`config.mk`:
```
export PLATFORM = sky130hd
export DESIGN_NAME = byte_alu_core
export DESIGN_NICKNAME = d
export VERILOG_FILES = /design/src/rtl/byte_alu_pkg.sv /design/src/rtl/byte_alu_addsub.sv /design/src/rtl/byte_alu_logic.sv /design/src/rtl/byte_alu_shift.sv /design/src/rtl/byte_alu_core.sv
export SDC_FILE = /design/constraint.sdc
export NUM_CORES = 1
export LEC_CHECK = 0
export BUFFER_PORTS_ARGS = -buffer_cell sky130_fd_sc_hd__buf_2
export CORE_UTILIZATION = 30
export DETAILED_ROUTE_END_ITERATION = 12
export GPL_TIMING_DRIVEN = 0
export PLACE_DENSITY = 0.58
export SLEW_MARGIN = 20
export SYNTH_ARGS = -nofsm -noshare
export SYNTH_HDL_FRONTEND = slang
export SYNTH_SLANG_ARGS = --single-unit
```
`constraint.sdc`:
```
create_clock -name clk -period 18.9 [get_ports clk]
set_input_delay 5.67 -clock clk [delete_from_list [all_inputs] [get_ports clk]]
set_output_delay 5.67 -clock clk [all_outputs]
set_load 0.01 [all_outputs]
```
`src/rtl/byte_alu_pkg.sv`:
```
package byte_alu_pkg;

    typedef enum logic [4:0] {
        OP_NOP  = 5'd0,
        OP_ADD  = 5'd1,
        OP_ADC  = 5'd2,
        OP_SUB  = 5'd3,
        OP_SBC  = 5'd4,
        OP_AND  = 5'd5,
        OP_OR   = 5'd6,
        OP_XOR  = 5'd7,
        OP_COM  = 5'd8,
        OP_NEG  = 5'd9,
        OP_INC  = 5'd10,
        OP_DEC  = 5'd11,
        OP_LSL  = 5'd12,
        OP_LSR  = 5'd13,
        OP_ROL  = 5'd14,
        OP_ROR  = 5'd15,
        OP_ASR  = 5'd16,
        OP_SWAP = 5'd17,
        OP_SER  = 5'd18,
        OP_CMP  = 5'd19,
        OP_CPC  = 5'd20,
        OP_CLR  = 5'd21
    } alu_op_e;

    localparam int FLAG_N = 6;

    // bit order: [5] h, [4] s, [3] v, [2] n, [1] z, [0] c
    typedef struct packed {
        logic h;
        logic s;
        logic v;
        logic n;
        logic z;
        logic c;
    } alu_flags_t;

    localparam logic [FLAG_N-1:0] MASK_ALL   = 6'b111111;
    localparam logic [FLAG_N-1:0] MASK_ZCNVS = 6'b011111;
    localparam logic [FLAG_N-1:0] MASK_ZNVS  = 6'b011110;
    localparam logic [FLAG_N-1:0] MASK_NONE  = 6'b000000;

    function automatic logic [FLAG_N-1:0] flag_mask(alu_op_e op);
        case (op)
            OP_ADD, OP_ADC, OP_SUB, OP_SBC,
            OP_NEG, OP_CMP, OP_CPC:          return MASK_ALL;
            OP_AND, OP_OR, OP_XOR, OP_CLR,
            OP_INC, OP_DEC:                  return MASK_ZNVS;
            OP_COM, OP_LSL, OP_LSR, OP_ROL,
            OP_ROR, OP_ASR:                  return MASK_ZCNVS;
            default:                         return MASK_NONE;
        endcase
    endfunction

    function automatic logic writes_back(alu_op_e op);
        case (op)
            OP_NOP, OP_CMP, OP_CPC: return 1'b0;
            default:                return (op <= OP_CLR);
        endcase
    endfunction

endpackage

```
`src/rtl/byte_alu_addsub.sv`:
```
module byte_alu_addsub #(
    parameter int DATA_W = 8
) (
    input  logic [DATA_W-1:0] x_i,
    input  logic [DATA_W-1:0] y_i,
    input  logic              cin_i,
    input  logic              sub_i,
    output logic [DATA_W-1:0] sum_o,
    output logic              carry_o,
    output logic              half_o,
    output logic              ovf_o
);
    localparam int HALF = DATA_W / 2;
    localparam int MSB  = DATA_W - 1;

    logic [DATA_W:0] full;
    logic [HALF:0]   low;

    always_comb begin
        if (sub_i) begin
            full = {1'b0, x_i} - {1'b0, y_i} - {{DATA_W{1'b0}}, cin_i};
            low  = {1'b0, x_i[HALF-1:0]} - {1'b0, y_i[HALF-1:0]} - {{HALF{1'b0}}, cin_i};
        end else begin
            full = {1'b0, x_i} + {1'b0, y_i} + {{DATA_W{1'b0}}, cin_i};
            low  = {1'b0, x_i[HALF-1:0]} + {1'b0, y_i[HALF-1:0]} + {{HALF{1'b0}}, cin_i};
        end
        sum_o   = full[DATA_W-1:0];
        carry_o = full[DATA_W];
        half_o  = low[HALF];
        if (sub_i)
            ovf_o = (x_i[MSB] != y_i[MSB]) && (full[MSB] != x_i[MSB]);
        else
            ovf_o = (x_i[MSB] == y_i[MSB]) && (full[MSB] != x_i[MSB]);
    end
endmodule

```
`src/rtl/byte_alu_logic.sv`:
```
module byte_alu_logic
    import byte_alu_pkg::*;
#(
    parameter int DATA_W = 8
) (
    input  alu_op_e           op_i,
    input  logic [DATA_W-1:0] a_i,
    input  logic [DATA_W-1:0] b_i,
    output logic [DATA_W-1:0] res_o
);
    localparam int HALF = DATA_W / 2;

    always_comb begin
        case (op_i)
            OP_AND:  res_o = a_i & b_i;
            OP_OR:   res_o = a_i | b_i;
            OP_XOR:  res_o = a_i ^ b_i;
            OP_COM:  res_o = ~a_i;
            OP_SWAP: res_o = {a_i[HALF-1:0], a_i[DATA_W-1:HALF]};
            OP_SER:  res_o = '1;
            default: res_o = '0;
        endcase
    end
endmodule

```
`src/rtl/byte_alu_shift.sv`:
```
module byte_alu_shift
    import byte_alu_pkg::*;
#(
    parameter int DATA_W = 8
) (
    input  alu_op_e           op_i,
    input  logic [DATA_W-1:0] a_i,
    input  logic              cin_i,
    output logic [DATA_W-1:0] res_o,
    output logic              cout_o
);
    localparam int MSB = DATA_W - 1;

    always_comb begin
        res_o  = a_i;
        cout_o = cin_i;
        case (op_i)
            OP_LSL: begin res_o = {a_i[MSB-1:0], 1'b0};  cout_o = a_i[MSB]; end
            OP_LSR: begin res_o = {1'b0, a_i[MSB:1]};    cout_o = a_i[0];   end
            OP_ROL: begin res_o = {a_i[MSB-1:0], cin_i}; cout_o = a_i[MSB]; end
            OP_ROR: begin res_o = {cin_i, a_i[MSB:1]};   cout_o = a_i[0];   end
            OP_ASR: begin res_o = {a_i[MSB], a_i[MSB:1]}; cout_o = a_i[0];  end
            default: ;
        endcase
    end
endmodule

```
`src/rtl/byte_alu_core.sv`:
```
module byte_alu_core
    import byte_alu_pkg::*;
#(
    parameter int DATA_W = 8
) (
    input  logic              clk,
    input  logic              rst_n,
    input  logic [4:0]        op_i,
    input  logic [DATA_W-1:0] opa_i,
    input  logic [DATA_W-1:0] opb_i,
    output logic [DATA_W-1:0] res_o,
    output logic              wr_en_o,
    output logic [FLAG_N-1:0] flags_o
);
    localparam int MSB = DATA_W - 1;
    localparam logic [DATA_W-1:0] ONE = {{(DATA_W-1){1'b0}}, 1'b1};

    typedef struct packed {
        alu_flags_t flags;
    } state_t;

    state_t st_d, st_q;

    alu_op_e op;
    assign op = alu_op_e'(op_i);

    // adder/subtractor operand routing
    logic [DATA_W-1:0] ax, ay, asum;
    logic              acin, asub, acarry, ahalf, aovf;

    always_comb begin
        ax   = opa_i;
        ay   = opb_i;
        acin = 1'b0;
        asub = 1'b0;
        case (op)
            OP_ADC:         acin = st_q.flags.c;
            OP_SUB, OP_CMP: asub = 1'b1;
            OP_SBC, OP_CPC: begin asub = 1'b1; acin = st_q.flags.c; end
            OP_NEG:         begin ax = '0; ay = opa_i; asub = 1'b1; end
            OP_INC:         ay = ONE;
            OP_DEC:         begin ay = ONE; asub = 1'b1; end
            default: ;
        endcase
    end

    byte_alu_addsub #(.DATA_W(DATA_W)) i_addsub (
        .x_i(ax), .y_i(ay), .cin_i(acin), .sub_i(asub),
        .sum_o(asum), .carry_o(acarry), .half_o(ahalf), .ovf_o(aovf)
    );

    logic [DATA_W-1:0] lres;
    byte_alu_logic #(.DATA_W(DATA_W)) i_logic (
        .op_i(op), .a_i(opa_i), .b_i(opb_i), .res_o(lres)
    );

    logic [DATA_W-1:0] sres;
    logic              scout;
    byte_alu_shift #(.DATA_W(DATA_W)) i_shift (
        .op_i(op), .a_i(opa_i), .cin_i(st_q.flags.c), .res_o(sres), .cout_o(scout)
    );

    // result select and candidate flags
    logic [DATA_W-1:0] res;
    alu_flags_t        cand;

    always_comb begin
        res  = '0;
        cand = st_q.flags;
        case (op)
            OP_ADD, OP_ADC, OP_SUB, OP_SBC, OP_NEG,
            OP_INC, OP_DEC, OP_CMP, OP_CPC: begin
                res    = asum;
                cand.c = acarry;
                cand.h = ahalf;
                cand.v = aovf;
            end
            OP_LSL, OP_LSR, OP_ROL, OP_ROR, OP_ASR: begin
                res    = sres;
                cand.c = scout;
            end
            OP_AND, OP_OR, OP_XOR, OP_COM, OP_SWAP, OP_SER, OP_CLR: begin
                res    = lres;
                cand.v = 1'b0;
                if (op == OP_COM) cand.c = 1'b1;
            end
            default: ;
        endcase
        cand.n = res[MSB];
        cand.z = ~|res;
        if (op == OP_SBC || op == OP_CPC) cand.z = cand.z & st_q.flags.z;
        if (op inside {OP_LSL, OP_LSR, OP_ROL, OP_ROR, OP_ASR})
            cand.v = cand.n ^ cand.c;
        cand.s = cand.n ^ cand.v;
    end

    // per-flag write masking
    logic [FLAG_N-1:0] mask, cand_v, old_v, merged;
    assign mask   = flag_mask(op);
    assign cand_v = cand;
    assign old_v  = st_q.flags;

    for (genvar gi = 0; gi < FLAG_N; gi++) begin : g_flag
        assign merged[gi] = mask[gi] ? cand_v[gi] : old_v[gi];
    end

    always_comb begin
        st_d       = st_q;
        st_d.flags = alu_flags_t'(merged);
    end

    always_ff @(posedge clk or negedge rst_n) begin
        if (!rst_n) st_q <= '0;
        else        st_q <= st_d;
    end

    assign res_o   = res;
    assign wr_en_o = writes_back(op);
    assign flags_o = st_q.flags;
endmodule

```
==> metrics.cfg <==
[job]
drv_cap=0

[clock_network]
cts_sinks=6
clk_latency_ns=0.22
cts_max_level=1
cts_tree=built
cts_hold_buf=0
cts_root_buf=clkbuf_8
path_clk_slew_ns=0.04
clk_path_buf_depth=2
cts_made_buffers=3
cts_resized=0
post-cts-setup-buffers=0

[sta]
setup_viol=0
final_hold_viol_count=0
min_period_over_period=0.8138
fin_skew_ns=0.002474
finalSetupTns_ns=0
final_max_slew_viol_count=0
final.setup.worst_slack_ns=3.518
rsz0062_at_grt=no
hold_slack_ns=0.4810
period_needed_ns=15.38
clock.fmax_mhz=65.01
slew_headroom=0.2985
worst_pin_slew_ns=1.038

[min_path]
holdPathStages=2
hp-class=flop to flop
hold_path_end=flags_o[2]
min_from=flags_o[2]

[final_layout]
layout_commonest_cell=inv_1
regArea_um2=150.1
final_util=0.3549
final_cells=497
fillers=913
diodes=0
drive_gt1_frac=0.1709
syn_to_final_growth_pct=13.83
multi_input_area_um2=2163
final_cell_mix=inv_1 (44), buf_2 (43), ha_1 (40)
largest_reg_flops=6
layout.nets=461

[route]
drt_first_pass_iters=5
via_count=2824
remaining_drc_errors=0
wl_um=8386
via_per_inst=5.682
routedWlPerCell_um=16.87
drt_iter0_markers=181
antenna_left=0

[yosys]
synth_fp_nets=419
synth_area_per_cell_um2=7.351
synth_enable_flop_cells=0
synth_area_leaders=ha_1 (19%), inv_1 (6.4%), dfrtp_1 (5.8%)
async_reset_ff_frac=1.000
synthFlopType=dfrtp_1
synth_top_area_share=0.1934
synth.yosys.warnings=0
netlist_area_um2=2587
ys_ff_latch=6
synthDistinctLibCells=71
yosys.area.top_type=ha_1
synth.yosys.seq_area_share=0.05803
netlist_instances=352

[floorplan]
die_area_um2=9000
core_um2=8299
row_count=33
dieHeight_um=94.87
start_util=0.3118
io-pin-count=38
die_x_um=94.87

[run_status]
status=completed

[global_route]
grtUsageMet3=0.01932
use_met1=0.2650
grt_pass1_wl_um=13870
gr-total-overflow=0
grt_most_used_layer=met2
grt_max_degree=11
antenna_found_initial=0
grt_util_met2=0.3261
grt_pass1_vias=2787
track_usage=0.1957

[critical_path]
worstReg2RegStart=flags_o[0]
r2r_cells=14
cp-startpoint=op_i[0]
crit_path_end_kind=output port
reg2reg_to=flags_o[3]
worstPathRequired_ns=13.23
cp-start-kind=input port
reg2reg_slack_ns=15.26
crit_type=input port to output port
critPathMaxFanout=10
worstPathArrival_ns=9.71

[pwr]
power_leakage_uw=0.001383
ir_worst_vdd_mv=0.01789
cellPowerDensity_nw_per_um2=48.19

[placement]
place_hpwl_um=6732
port_buffers=37
dp.cells=494
gp_congestion=0.8448
pre_cts_slack_ns=3.598

synth_stat cells (4+ instances only):
library cell and number:
nor2_1 36, o22ai_1 8, mux2i_1 4, a22oi_1 8, nor2b_1 6, nor3_1 6
inv_1 44, a211oi_1 4, nand2b_1 5, fa_1 4, clkbuf_1 6, o31ai_1 5
a21oi_1 16, o21ai_0 17, o21a_1 4, a221oi_1 6, buf_4 4, nand2_1 22
o211ai_1 6, a21o_1 5, dfrtp_1 6, xnor2_1 7, xor2_1 4, buf_2 6
ha_1 40
worst max-delay path: stages:
cell	delay [ns]
buf_2	0.11
inv_1	0.09
ha_1	0.15
clkbuf_1	0.38
nor2_1	0.17
nor3_1	0.19
a21oi_1	0.11
inv_1	0.30
o22ai_1	0.20
ha_1	0.38
ha_1	0.41
a21o_1	0.20
a211oi_1	0.06
a2111oi_0	0.59
and2_1	0.23
a221o_2	0.23
buf_4	0.12
buf_2	0.11
worst max-delay path by stage:
stage	end	slack [ns]	cells after the start
3_5_place_dp	res_o[7]	3.60	18
5_1_grt	res_o[7]	3.11	18
3_3_place_gp	res_o[7]	3.72	17
2_1_floorplan	res_o[7]	4.57	16
4_1_cts	res_o[7]	3.56	18
6_report	res_o[7]	3.52	18
report_power, final:
| group | switching (uW) | internal (uW) |
|---|---|---|
| logic | 60.4 | 44.0 |
| registers | 2.31 | 16.6 |
| clock network | 5.06 | 13.6 |
| total | 67.7 | 74.2 |
through the flow:
| step | power (uW) | instance area (um^2) |
|---|---|---|
| 6_report | 141.9 | 2945 |
| 3_3_place_gp | 120.8 | 2904 |
| 2_1_floorplan | 91.97 | 2587 |
| 4_1_cts | 141.9 | 2945 |
| 3_5_place_dp | 122.2 | 2904 |
| 5_1_grt | 156.4 | 2945 |
area by class of cell:
cell class / count / area share
multi-input combinational: 283 / 0.7345
timing repair buffer: 37 / 0.06287
inverter: 44 / 0.05607
sequential: 6 / 0.05098
tap: 105 / 0.04461
buffer: 19 / 0.03696
clock buffer: 3 / 0.01402
layer usage:
| layer | up-vias | share of wire |
|---|---|---|
| met4 | 0 | 0.021 |
| met2 | 110 | 0.45 |
| met5 | - | 0 |
| li1 | 1371 | - |
| met1 | 1323 | 0.47 |
| met3 | 20 | 0.059 |
cell families after synthesis:
group | count (synthesis) | synth area share
and+or+nand+nor | 103 | 0.2050
muxes | 6 | 0.02418
DFF | 6 | 0.05803
buffers and inverters | 63 | 0.1059
xor gates and xnor gates | 11 | 0.03723
AOI/OAI and AO/OA | 119 | 0.3453
adders and majority gates | 44 | 0.2244
Note: power is estimated with default switching activity, not from simulation.
